$ cat config.mk
export PLATFORM = sky130hd
export DESIGN_NAME = clksyn_regs
export DESIGN_NICKNAME = d
export VERILOG_FILES = /design/src/rtl/clksyn_pkg.sv /design/src/rtl/clksyn_key_guard.sv /design/src/rtl/clksyn_strobe_seq.sv /design/src/rtl/clksyn_param_bank.sv /design/src/rtl/clksyn_regs.sv
export SDC_FILE = /design/constraint.sdc
export NUM_CORES = 1
export LEC_CHECK = 0
export BUFFER_PORTS_ARGS = -buffer_cell sky130_fd_sc_hd__buf_2
export CAP_MARGIN = 20
export CORE_MARGIN = 2
export CORE_UTILIZATION = 40
export CTS_CLUSTER_DIAMETER = 50
export DETAILED_ROUTE_END_ITERATION = 6
export PLACE_DENSITY_LB_ADDON = 0.3
export SETUP_SLACK_MARGIN = 0.05
export SLEW_MARGIN = 20
export SYNTH_ARGS = -nofsm -noshare
export SYNTH_HDL_FRONTEND = slang
export SYNTH_SLANG_ARGS = --single-unit
export TNS_END_PERCENT = 1
$ cat constraint.sdc
create_clock -name clk -period 4.1 [get_ports clk]
set_clock_uncertainty 0.2 [all_clocks]
set_input_delay 0.41 -clock clk [delete_from_list [all_inputs] [get_ports clk]]
set_output_delay 0.41 -clock clk [all_outputs]
set_load 0.02 [all_outputs]
$ cat src/rtl/clksyn_pkg.sv
package clksyn_pkg;
  localparam int N1_W = 5;
  localparam int N2_W = 3;
  localparam int M_W = 7;
  localparam int WORD_W = N1_W + N2_W + M_W;
  localparam int N1_ACT_W = N1_W + 1;
  localparam int M_ACT_W = M_W + 1;
  localparam int POST_W = 4;
  localparam int SYN_COUNT = 2;

  typedef struct packed {
    logic [M_W-1:0]  m;
    logic [N2_W-1:0] n2;
    logic [N1_W-1:0] n1;
  } syn_word_t;

  typedef enum logic [1:0] {
    SEQ_IDLE = 2'd0,
    SEQ_LOW  = 2'd1,
    SEQ_HIGH = 2'd2
  } seq_state_t;

  // stored code plus two, zero maps to two
  function automatic logic [N1_ACT_W-1:0] n1_actual(input logic [N1_W-1:0] code);
    return {1'b0, code} + N1_ACT_W'(2);
  endfunction

  function automatic logic [M_ACT_W-1:0] m_actual(input logic [M_W-1:0] code);
    return {1'b0, code} + M_ACT_W'(2);
  endfunction

  // codes 0..3 give 2^code, anything above saturates at 8
  function automatic logic [POST_W-1:0] post_factor(input logic [N2_W-1:0] code);
    if (code > N2_W'(3)) return POST_W'(8);
    return POST_W'(1) << code[1:0];
  endfunction

  function automatic logic word_has_zero(input syn_word_t w);
    return (w.n1 == '0) || (w.m == '0);
  endfunction
endpackage

$ cat src/rtl/clksyn_key_guard.sv
module clksyn_key_guard #(
  parameter int DATA_W = 8,
  parameter int KEY    = 6
) (
  input  logic              clk,
  input  logic              rst_n,
  input  logic              key_wr,
  input  logic [DATA_W-1:0] wdata,
  output logic              unlocked
);
  localparam logic [DATA_W-1:0] KEY_V = DATA_W'(KEY);

  always_ff @(posedge clk) begin
    if (!rst_n)      unlocked <= 1'b0;
    else if (key_wr) unlocked <= (wdata == KEY_V);
  end

  assert_key_opens_R2: assert property (@(posedge clk) disable iff (!rst_n)
    (key_wr && wdata == KEY_V) |=> unlocked);
  assert_key_closes_R2: assert property (@(posedge clk) disable iff (!rst_n)
    (key_wr && wdata != KEY_V) |=> !unlocked);
endmodule

$ cat src/rtl/clksyn_strobe_seq.sv
module clksyn_strobe_seq
  import clksyn_pkg::*;
(
  input  logic clk,
  input  logic rst_n,
  input  logic ctl_wr,
  input  logic strobe_bit,
  output logic commit,
  output logic load_pulse
);
  seq_state_t state_q, state_d;

  always_comb begin
    state_d = state_q;
    commit  = 1'b0;
    if (ctl_wr) begin
      case (state_q)
        SEQ_IDLE: state_d = strobe_bit ? SEQ_IDLE : SEQ_LOW;
        SEQ_LOW:  state_d = strobe_bit ? SEQ_HIGH : SEQ_LOW;
        SEQ_HIGH: begin
          state_d = SEQ_IDLE;
          commit  = !strobe_bit;
        end
        default:  state_d = SEQ_IDLE;
      endcase
    end
  end

  always_ff @(posedge clk) begin
    if (!rst_n) begin
      state_q    <= SEQ_IDLE;
      load_pulse <= 1'b0;
    end else begin
      state_q    <= state_d;
      load_pulse <= commit;
    end
  end

  assert_pulse_single_R7: assert property (@(posedge clk) disable iff (!rst_n)
    load_pulse |=> !load_pulse);
  assert_commit_needs_high_R6: assert property (@(posedge clk) disable iff (!rst_n)
    commit |-> (state_q == SEQ_HIGH && ctl_wr && !strobe_bit));
  assert_restart_on_double_one_R6: assert property (@(posedge clk) disable iff (!rst_n)
    (ctl_wr && strobe_bit && state_q == SEQ_HIGH) |=> state_q == SEQ_IDLE);
endmodule

$ cat src/rtl/clksyn_param_bank.sv
module clksyn_param_bank
  import clksyn_pkg::*;
#(
  parameter int                DATA_W     = 8,
  parameter logic [WORD_W-1:0] RESET_WORD = '0
) (
  input  logic              clk,
  input  logic              rst_n,
  input  logic              wr_lo,
  input  logic              wr_hi,
  input  logic [DATA_W-1:0] wdata,
  input  logic              commit,
  output syn_word_t         pending,
  output syn_word_t         active
);
  always_ff @(posedge clk) begin
    if (!rst_n) begin
      pending <= syn_word_t'(RESET_WORD);
      active  <= syn_word_t'(RESET_WORD);
    end else begin
      if (wr_lo) {pending.n2, pending.n1} <= wdata[N1_W+N2_W-1:0];
      if (wr_hi) pending.m <= wdata[M_W-1:0];
      if (commit) active <= pending;
    end
  end

  assert_commit_copies_R7: assert property (@(posedge clk) disable iff (!rst_n)
    commit |=> active == $past(pending));
  assert_active_held_R5: assert property (@(posedge clk) disable iff (!rst_n)
    !commit |=> $stable(active));
endmodule

$ cat src/rtl/clksyn_regs.sv
module clksyn_regs
  import clksyn_pkg::*;
#(
  parameter int                          DATA_W       = 8,
  parameter int                          IDX_W        = 8,
  parameter int                          KEY_IDX      = 8'h08,
  parameter int                          UNLOCK_KEY   = 6,
  parameter int                          SYN_BASE_IDX = 8'h10,
  parameter int                          CTL_IDX      = 8'h15,
  parameter int                          STROBE_BIT   = 5,
  parameter logic [SYN_COUNT*WORD_W-1:0] RESET_WORDS  = {15'h5541, 15'h3A4C}
) (
  input  logic                clk,
  input  logic                rst_n,
  input  logic                host_wr,
  input  logic                host_sel_data,
  input  logic [DATA_W-1:0]   host_wdata,
  output logic [N1_ACT_W-1:0] mem_n1_div,
  output logic [M_ACT_W-1:0]  mem_m_mul,
  output logic [POST_W-1:0]   mem_post_div,
  output logic [N1_ACT_W-1:0] vid_n1_div,
  output logic [M_ACT_W-1:0]  vid_m_mul,
  output logic [POST_W-1:0]   vid_post_div,
  output logic                load_pulse,
  output logic                setting_invalid
);
  localparam logic [IDX_W-1:0] KEY_IDX_V = IDX_W'(KEY_IDX);
  localparam logic [IDX_W-1:0] CTL_IDX_V = IDX_W'(CTL_IDX);

  logic [IDX_W-1:0] idx_q;
  logic             data_wr;
  logic             unlocked;
  logic             ctl_wr;
  logic             commit;

  syn_word_t                 pend   [SYN_COUNT];
  syn_word_t                 act    [SYN_COUNT];
  logic [SYN_COUNT-1:0]      wr_lo, wr_hi, bad;
  logic [N1_ACT_W-1:0]       n1_div [SYN_COUNT];
  logic [M_ACT_W-1:0]        m_mul  [SYN_COUNT];
  logic [POST_W-1:0]         post   [SYN_COUNT];

  always_ff @(posedge clk) begin
    if (!rst_n)                        idx_q <= '0;
    else if (host_wr && !host_sel_data) idx_q <= host_wdata;
  end

  assign data_wr = host_wr && host_sel_data;
  assign ctl_wr  = data_wr && unlocked && (idx_q == CTL_IDX_V);

  clksyn_key_guard #(.DATA_W(DATA_W), .KEY(UNLOCK_KEY)) u_key (
    .clk      (clk),
    .rst_n    (rst_n),
    .key_wr   (data_wr && (idx_q == KEY_IDX_V)),
    .wdata    (host_wdata),
    .unlocked (unlocked)
  );

  clksyn_strobe_seq u_seq (
    .clk        (clk),
    .rst_n      (rst_n),
    .ctl_wr     (ctl_wr),
    .strobe_bit (host_wdata[STROBE_BIT]),
    .commit     (commit),
    .load_pulse (load_pulse)
  );

  for (genvar g = 0; g < SYN_COUNT; g++) begin : g_syn
    localparam logic [IDX_W-1:0] LO_IDX = IDX_W'(SYN_BASE_IDX + 2 * g);
    localparam logic [IDX_W-1:0] HI_IDX = IDX_W'(SYN_BASE_IDX + 2 * g + 1);

    assign wr_lo[g] = data_wr && unlocked && (idx_q == LO_IDX);
    assign wr_hi[g] = data_wr && unlocked && (idx_q == HI_IDX);

    clksyn_param_bank #(
      .DATA_W     (DATA_W),
      .RESET_WORD (RESET_WORDS[g*WORD_W +: WORD_W])
    ) u_bank (
      .clk     (clk),
      .rst_n   (rst_n),
      .wr_lo   (wr_lo[g]),
      .wr_hi   (wr_hi[g]),
      .wdata   (host_wdata),
      .commit  (commit),
      .pending (pend[g]),
      .active  (act[g])
    );

    assign n1_div[g] = n1_actual(act[g].n1);
    assign m_mul[g]  = m_actual(act[g].m);
    assign post[g]   = post_factor(act[g].n2);
    assign bad[g]    = word_has_zero(act[g]);

    assert_locked_ignored_R3: assert property (@(posedge clk) disable iff (!rst_n)
      (data_wr && !unlocked && (idx_q == LO_IDX || idx_q == HI_IDX)) |=> $stable(pend[g]));
    assert_post_onehot_R9: assert property (@(posedge clk) disable iff (!rst_n)
      $countones(post[g]) == 1);
  end

  assign mem_n1_div      = n1_div[0];
  assign mem_m_mul       = m_mul[0];
  assign mem_post_div    = post[0];
  assign vid_n1_div      = n1_div[1];
  assign vid_m_mul       = m_mul[1];
  assign vid_post_div    = post[1];
  assign setting_invalid = |bad;

  assert_locked_no_commit_R3: assert property (@(posedge clk) disable iff (!rst_n)
    (data_wr && !unlocked && idx_q == CTL_IDX_V) |=> !load_pulse);
  assert_invalid_flag_R10: assert property (@(posedge clk) disable iff (!rst_n)
    setting_invalid == (mem_n1_div == 6'd2 || mem_m_mul == 8'd2 ||
                        vid_n1_div == 6'd2 || vid_m_mul == 8'd2));
  assert_decode_floor_R8: assert property (@(posedge clk) disable iff (!rst_n)
    (mem_n1_div >= 6'd2) && (vid_n1_div >= 6'd2) && (mem_m_mul >= 8'd2) && (vid_m_mul >= 8'd2));
endmodule

# Yosys cells after proc, flatten, opt, wreduce, memory -nomap -nowiden
# Cells that the tools add are included.
op_classes:
  n_eq_ne: 9
  muxes: 11
  shift: 2
  order_cmp: 2
  n_addsub: 4
  reduce_logical: 19
op_table:
  columns: ["op", "n"]
  rows:
  - ["8-bit by 5-bit == test with 1-bit output, second input constant", 5]
  - ["7-bit by 2-bit adder with 8-bit output, second input constant", 2]
  - ["4-bit 2-to-1 mux", 4]
  - ["7-bit zero test", 2]
  - ["5-bit by 2-bit adder with 6-bit output, second input constant", 2]
  - ["5-bit zero test", 2]
  - ["1-bit logical AND", 9]
  - ["8-bit by 3-bit == test with 1-bit output, second input constant", 1]
  - ["8-bit by 4-bit == test with 1-bit output, second input constant", 1]
  - ["1-bit by 2-bit << shifter with 4-bit output, first input constant", 2]
  - ["3-bit by 2-bit > comparator with 1-bit output, second input constant", 2]
  - ["1-bit 2-to-1 mux", 5]
  - ["2-bit case mux with 2 select lines", 1]
  - ["2-bit by 1-bit == test with 1-bit output, second input constant", 1]
  - ["2-bit == test, second input constant", 1]
  - ["1-bit zero test", 2]
  - ["2-bit zero test", 1]
  - ["1-bit logical OR", 2]
  - ["2-bit 2-to-1 mux", 1]
  - ["2-bit OR reduction", 1]
word_totals:
  inputBits: 12
  ff_bits: 72
  out_inout_bits: 38

# Logic depth before layout (Yosys ltp)
depth:
  word_depth: 4
  depth_mapped: 4
  depth_no_buf: 3

# Modules after synthesis
# Synthesis repeated with hierarchy kept, for this count alone.
hier_totals:
  cells_unflattened: 302
  area_unflattened_um2: 3183.1
by_module_without_submodules:
  columns: ["mod", "instances", "cells_per_inst", "area_each_um2", "seq_area_each_um2"]
  rows:
  - ["clksyn_param_bank (g_syn[1].u_bank)", 1, 97, 1113.6, 600.6]
  - ["clksyn_param_bank (g_syn[0].u_bank)", 1, 97, 1111.1, 600.6]
  - ["clksyn_regs", 1, 89, 777.0, 160.2]
  - ["clksyn_strobe_seq", 1, 12, 122.6, 60.1]
  - ["clksyn_key_guard", 1, 7, 58.8, 20.0]

# Worst setup path before layout
# No wires, ideal clock.
synth_timing:
  path_type: "input to register"
  from: "input port host_wr"
  to: "register g_syn[0].u_bank.pending[10] (netlist name)"
  setup_ps: 72
  path_slack_ps: 2215
  required_time_ps: 3828
  cell_stages: 3
  arrival_ps: 1614
  path_buffers: 0
  path_cell_list: "or4bb_1 nor4_4 mux2i_1"
synth_between:
  elab_chain_cells: 3
synth_rtl:
  columns: ["item", "line_no", "text"]
  rows:
  - ["start: declaration", "clksyn_regs.sv:15", "input logic host_wr,"]
  - ["1-bit logical AND", "clksyn_regs.sv:48", "assign data_wr = host_wr && host_sel_data;"]
  - ["1-bit logical AND (2 in a row)", "clksyn_regs.sv:73", "assign wr_hi[g] = data_wr && unlocked && (idx_q == HI_IDX);"]
  - ["end signal: assignment", "clksyn_param_bank.sv:18", "pending <= syn_word_t'(RESET_WORD);"]
  - ["end: declaration", "clksyn_param_bank.sv:13", "output syn_word_t pending,"]
# Every way passes these cells.
# A chain may end at the register's enable or synchronous reset.

# Final worst setup path
layout_timing:
  from: "register g_syn[0].u_bank.active[11] (netlist name)"
  to: "output port setting_invalid"
layout_between:
  elab_chain_cells: 3
layout_rtl:
  columns: ["item", "line_no", "text"]
  rows:
  - ["start: declaration", "clksyn_param_bank.sv:14", "output syn_word_t active"]
  - ["start signal: assignment", "clksyn_param_bank.sv:19", "active <= syn_word_t'(RESET_WORD);"]
  - ["start signal: assignment", "clksyn_param_bank.sv:23", "if (commit) active <= pending;"]
  - ["7-bit zero test", "clksyn_pkg.sv:39", "return (w.n1 == '0) || (w.m == '0);"]
  - ["1-bit logical OR", "clksyn_pkg.sv:39", null]
  - ["2-bit OR reduction", "clksyn_regs.sv:106", "assign setting_invalid = |bad;"]
  - ["end: declaration", "clksyn_regs.sv:25", "output logic setting_invalid"]
# Every way passes these cells.

==> impl_metrics.xml <==
<?xml version="1.0" encoding="UTF-8"?>
<metrics>
  <group name="die">
    <metric name="floorplan.initialDensity" unit="">0.410</metric>
    <metric name="floorplan.die.height" unit="um">95.5</metric>
    <metric name="die-width" unit="um">95.5</metric>
    <metric name="top_level_ports" unit="">50</metric>
    <metric name="die-area" unit="um2">9120</metric>
    <metric name="coreArea" unit="um2">8180</metric>
    <metric name="core.rowCount" unit="">33</metric>
  </group>
  <group name="clocking">
    <metric name="clock_path_buffers" unit="">2</metric>
    <metric name="clock-sinks" unit="">72</metric>
    <metric name="cts.clk_slew.worst_paths" unit="ns">0.08</metric>
    <metric name="h_tree_level_count" unit="">3</metric>
    <metric name="cts_repair_resize_count" unit="">0</metric>
    <metric name="cts_tree" unit="">yes</metric>
    <metric name="tritoncts.num_buffers" unit="">9</metric>
    <metric name="worstSkewPairLatency" unit="ns">0.34</metric>
    <metric name="clk_root_buffer_cell" unit="">sky130_fd_sc_hd__clkbuf_8</metric>
    <metric name="hold_buffers" unit="">0</metric>
    <metric name="post_cts_setup_buffer_count" unit="">0</metric>
  </group>
  <group name="synth">
    <metric name="synth_xor_area_frac" unit="">0.0314</metric>
    <metric name="synth-simple-area-share" unit="">0.262</metric>
    <metric name="most_frequently_used_flop_master_after_synthesis" unit="">sky130_fd_sc_hd__dfxtp_1</metric>
    <metric name="syn_avg_cell_area" unit="um2">10.2</metric>
    <metric name="mappedNetlistArea" unit="um2">3350</metric>
    <metric name="netlist_top_cells_area" unit="">sky130_fd_sc_hd__dfxtp_1 (43%), sky130_fd_sc_hd__mux2i_1 (21%), sky130_fd_sc_hd__nor2b_1 (6.5%)</metric>
    <metric name="synth.top_cells.by_count" unit="">sky130_fd_sc_hd__dfxtp_1 (72), sky130_fd_sc_hd__mux2i_1 (71), sky130_fd_sc_hd__nand2_1 (47)</metric>
    <metric name="synth.most_common_cell" unit="">sky130_fd_sc_hd__dfxtp_1</metric>
    <metric name="synth-edff-count" unit="">0</metric>
    <metric name="combinational_family_with_the_most_area_after_synthesis" unit="">simple AND/OR/NAND/NOR gates</metric>
    <metric name="ys_async_sr_fraction" unit="">0</metric>
    <metric name="number_of_register_bits_inferred_by_synthesis" unit="">72</metric>
    <metric name="synthDominantCellAreaShare" unit="">0.430</metric>
    <metric name="synth_adder_area_share" unit="">0.0149</metric>
    <metric name="yosys.cell_types.count" unit="">38</metric>
    <metric name="post_synthesis_cell_count" unit="">328</metric>
    <metric name="yosys_warn_count" unit="">0</metric>
    <metric name="synth.yosys.seq_area_share" unit="">0.430</metric>
    <metric name="netlist.top_cell.by_area" unit="">sky130_fd_sc_hd__dfxtp_1</metric>
    <metric name="synth_compound_gate_area_share" unit="">0.00635</metric>
    <metric name="muxShareOfSynthArea" unit="">0.212</metric>
    <metric name="synth.net_count" unit="">344</metric>
  </group>
  <group name="grt">
    <metric name="grt_usage" unit="">0.159</metric>
    <metric name="grt_max_degree" unit="">76</metric>
    <metric name="grt_first_pass_wirelength" unit="um">11100</metric>
    <metric name="first_global_vias" unit="">2315</metric>
    <metric name="grt.overflow.total" unit="">0</metric>
    <metric name="initial_antenna_violation_count" unit="">0</metric>
  </group>
  <group name="drt">
    <metric name="viasPerCell" unit="">4.91</metric>
    <metric name="detailroute.via_count" unit="">2365</metric>
    <metric name="dr.pass1.iters" unit="">4</metric>
    <metric name="first_iter_violations" unit="">116</metric>
    <metric name="route.detailed.wl_per_inst" unit="um">13.7</metric>
    <metric name="postRouteWirelength" unit="um">6610</metric>
    <metric name="drcViolationCount" unit="">0</metric>
    <metric name="final_antenna_net_count" unit="">0</metric>
  </group>
  <group name="finish">
    <metric name="drive_gt1_frac" unit="">0.207</metric>
    <metric name="finalNetCount" unit="">388</metric>
    <metric name="flow.area_growth_from_synthesis" unit="%">13.9</metric>
    <metric name="antenna_cells_inserted" unit="">0</metric>
  </group>
  <group name="min_path">
    <metric name="worst_hold_path.num_cells" unit="">3</metric>
    <metric name="timing.hold.worst.class" unit="">in -&gt; reg</metric>
  </group>
  <group name="power_and_ir_drop">
    <metric name="p_per_area" unit="nW/um2">346</metric>
    <metric name="pwr-share-seq" unit="">0.537</metric>
    <metric name="netSwitchingPower" unit="mW">0.309</metric>
    <metric name="power_switching_share" unit="">0.235</metric>
    <metric name="cell_internal_pwr" unit="mW">1.01</metric>
    <metric name="power.ir.vdd_worst" unit="mV">0.190</metric>
    <metric name="clkPwrFrac" unit="">0.420</metric>
    <metric name="power.leakage" unit="nW">1.56</metric>
    <metric name="power.combinational.fraction" unit="">0.042</metric>
    <metric name="power.total" unit="mW">1.32</metric>
  </group>
  <group name="critical_path">
    <metric name="path_depth" unit="">4</metric>
    <metric name="crit_fanout" unit="">6</metric>
    <metric name="arrival" unit="ns">1.88</metric>
    <metric name="cpLargestDelayFamily" unit="">simple AND/OR/NAND/NOR gates</metric>
    <metric name="critPathKind" unit="">reg -&gt; out</metric>
    <metric name="r2r.worst_path.cells" unit="">4</metric>
    <metric name="required" unit="ns">3.49</metric>
    <metric name="max_stage_delay" unit="ns">0.50</metric>
    <metric name="endpoint_kind_of_the_worst_setup_timing_path" unit="">output pin</metric>
    <metric name="startpoint_class" unit="">register</metric>
    <metric name="crit_buf_inv" unit="">1</metric>
    <metric name="cp_slowest_cell" unit="">sky130_fd_sc_hd__or4_1</metric>
    <metric name="worstPathCellList" unit="">or4_1, nor4_1, or3_1, buf_2</metric>
  </group>
  <group name="sta">
    <metric name="final-setup-viol-count" unit="">0</metric>
    <metric name="clock.fmax" unit="MHz">402</metric>
    <metric name="fin_tns_setup" unit="ns">0</metric>
    <metric name="report.final.slew_viol_count" unit="">0</metric>
    <metric name="final.min_clock_period" unit="ns">2.49</metric>
    <metric name="report.final.hold_viol_count" unit="">0</metric>
    <metric name="unrepaired_setup_endpoints_after_global_routing" unit="">false</metric>
    <metric name="slew-limit-headroom" unit="">0.550</metric>
    <metric name="setup_ws" unit="ns">1.61</metric>
    <metric name="post-route-period-util" unit="">0.606</metric>
    <metric name="max_slew.worst_pin.slew" unit="ns">0.672</metric>
  </group>
  <group name="placed_design">
    <metric name="hpwl" unit="um">4700</metric>
    <metric name="gp_congestion" unit="">0.798</metric>
    <metric name="dp_worst_setup_slack" unit="ns">1.82</metric>
    <metric name="buffer_ports.inserted" unit="">49</metric>
  </group>
  <group name="outcome">
    <metric name="run_status" unit="">finished, final reports clean</metric>
  </group>
  <group name="flow_run">
    <metric name="timing.max_cap.violations" unit="">0</metric>
  </group>
</metrics>
layout make-up:
class	instances	area, um2
Timing Repair Buffer	51	263
Clock buffer	10	128
Fill cell	786	4360
Inverter	4	15.0
Clock inverter	6	70.1
Sequential cell	72	1440
Multi-Input combinational cell	234	1770
Tap cell	105	131
metrics by stage:
step           std cells   util  instance area (um2)  hold WS [ns]
4_1_cts              482  0.466                 3810         0.148
5_1_grt              482  0.466                 3810         0.174
2_1_floorplan        328      -                 3350         0.243
3_5_place_dp         466  0.442                 3610         0.264
6_report             482  0.466                 3810         0.173
3_3_place_gp         466  0.442                 3610         0.254
state kept, by name, summed over array words and instances, names as in the netlist:
register	flops
u_seq.load_pulse	1
g_syn.u_bank.active	30
u_key.unlocked	1
u_seq.state_q	2
g_syn.u_bank.pending	30
idx_q	8
path summary, 6_finish.rpt:
| kind | from | end | slack [ns] |
|---|---|---|---|
| hold / removal | host_wdata[4] | g_syn[0].u_bank.pending[4] | 0.17 |
| setup reg to reg | idx_q[7] | g_syn[1].u_bank.active[5] | 1.92 |
| setup / recovery | g_syn[0].u_bank.active[11] | setting_invalid | 1.61 |
| hold reg to reg | g_syn[1].u_bank.pending[1] | g_syn[1].u_bank.active[1] | 0.26 |
tightest hold or removal path, cell delays in order:
cell and delay, ns:
sky130_fd_sc_hd__buf_2 0.13, sky130_fd_sc_hd__nand2_1 0.07, sky130_fd_sc_hd__mux2i_1 0.06
cell usage in the layout (no fill, tap or decap), types with 5 or more instances in the layout:
master                     count
sky130_fd_sc_hd__dfxtp_1      72
sky130_fd_sc_hd__mux2i_1      71
sky130_fd_sc_hd__buf_2        48
sky130_fd_sc_hd__nand2_1      47
sky130_fd_sc_hd__nor2b_1      35
sky130_fd_sc_hd__nand3_1       9
sky130_fd_sc_hd__clkbuf_8      9
sky130_fd_sc_hd__xnor2_1       8
sky130_fd_sc_hd__and2b_2       7
sky130_fd_sc_hd__and3_1        5
power groups by stage:
stage / Sequential [mW] / Combinational, mW / Clock (mW)
finish: 0.708 / 0.0557 / 0.554
global route: 0.709 / 0.0621 / 0.601
CTS: 0.708 / 0.0557 / 0.569
detailed placement: 0.725 / 0.0555 / 0
global placement: 0.724 / 0.0557 / 0
floorplan: 0.723 / 0.0399 / 0
kinds of logic after synthesis:
logic type / Yosys count
buffers and inverters: 22
adders and majority gates: 4
AOI/OAI and AO/OA: 3
DFF: 72
muxes: 71
xor gates and xnor gates: 12
and+or+nand+nor: 144
per-layer routing:
metal	vias to the layer above	share of wire	global-route usage
met1	1085	0.49	0.212
met4	0	0.011	0.0429
li1	1228	-	-
met3	7	0.049	0.0458
met5	-	0	0
met2	45	0.45	0.251
(Power assumes the default switching activity.)
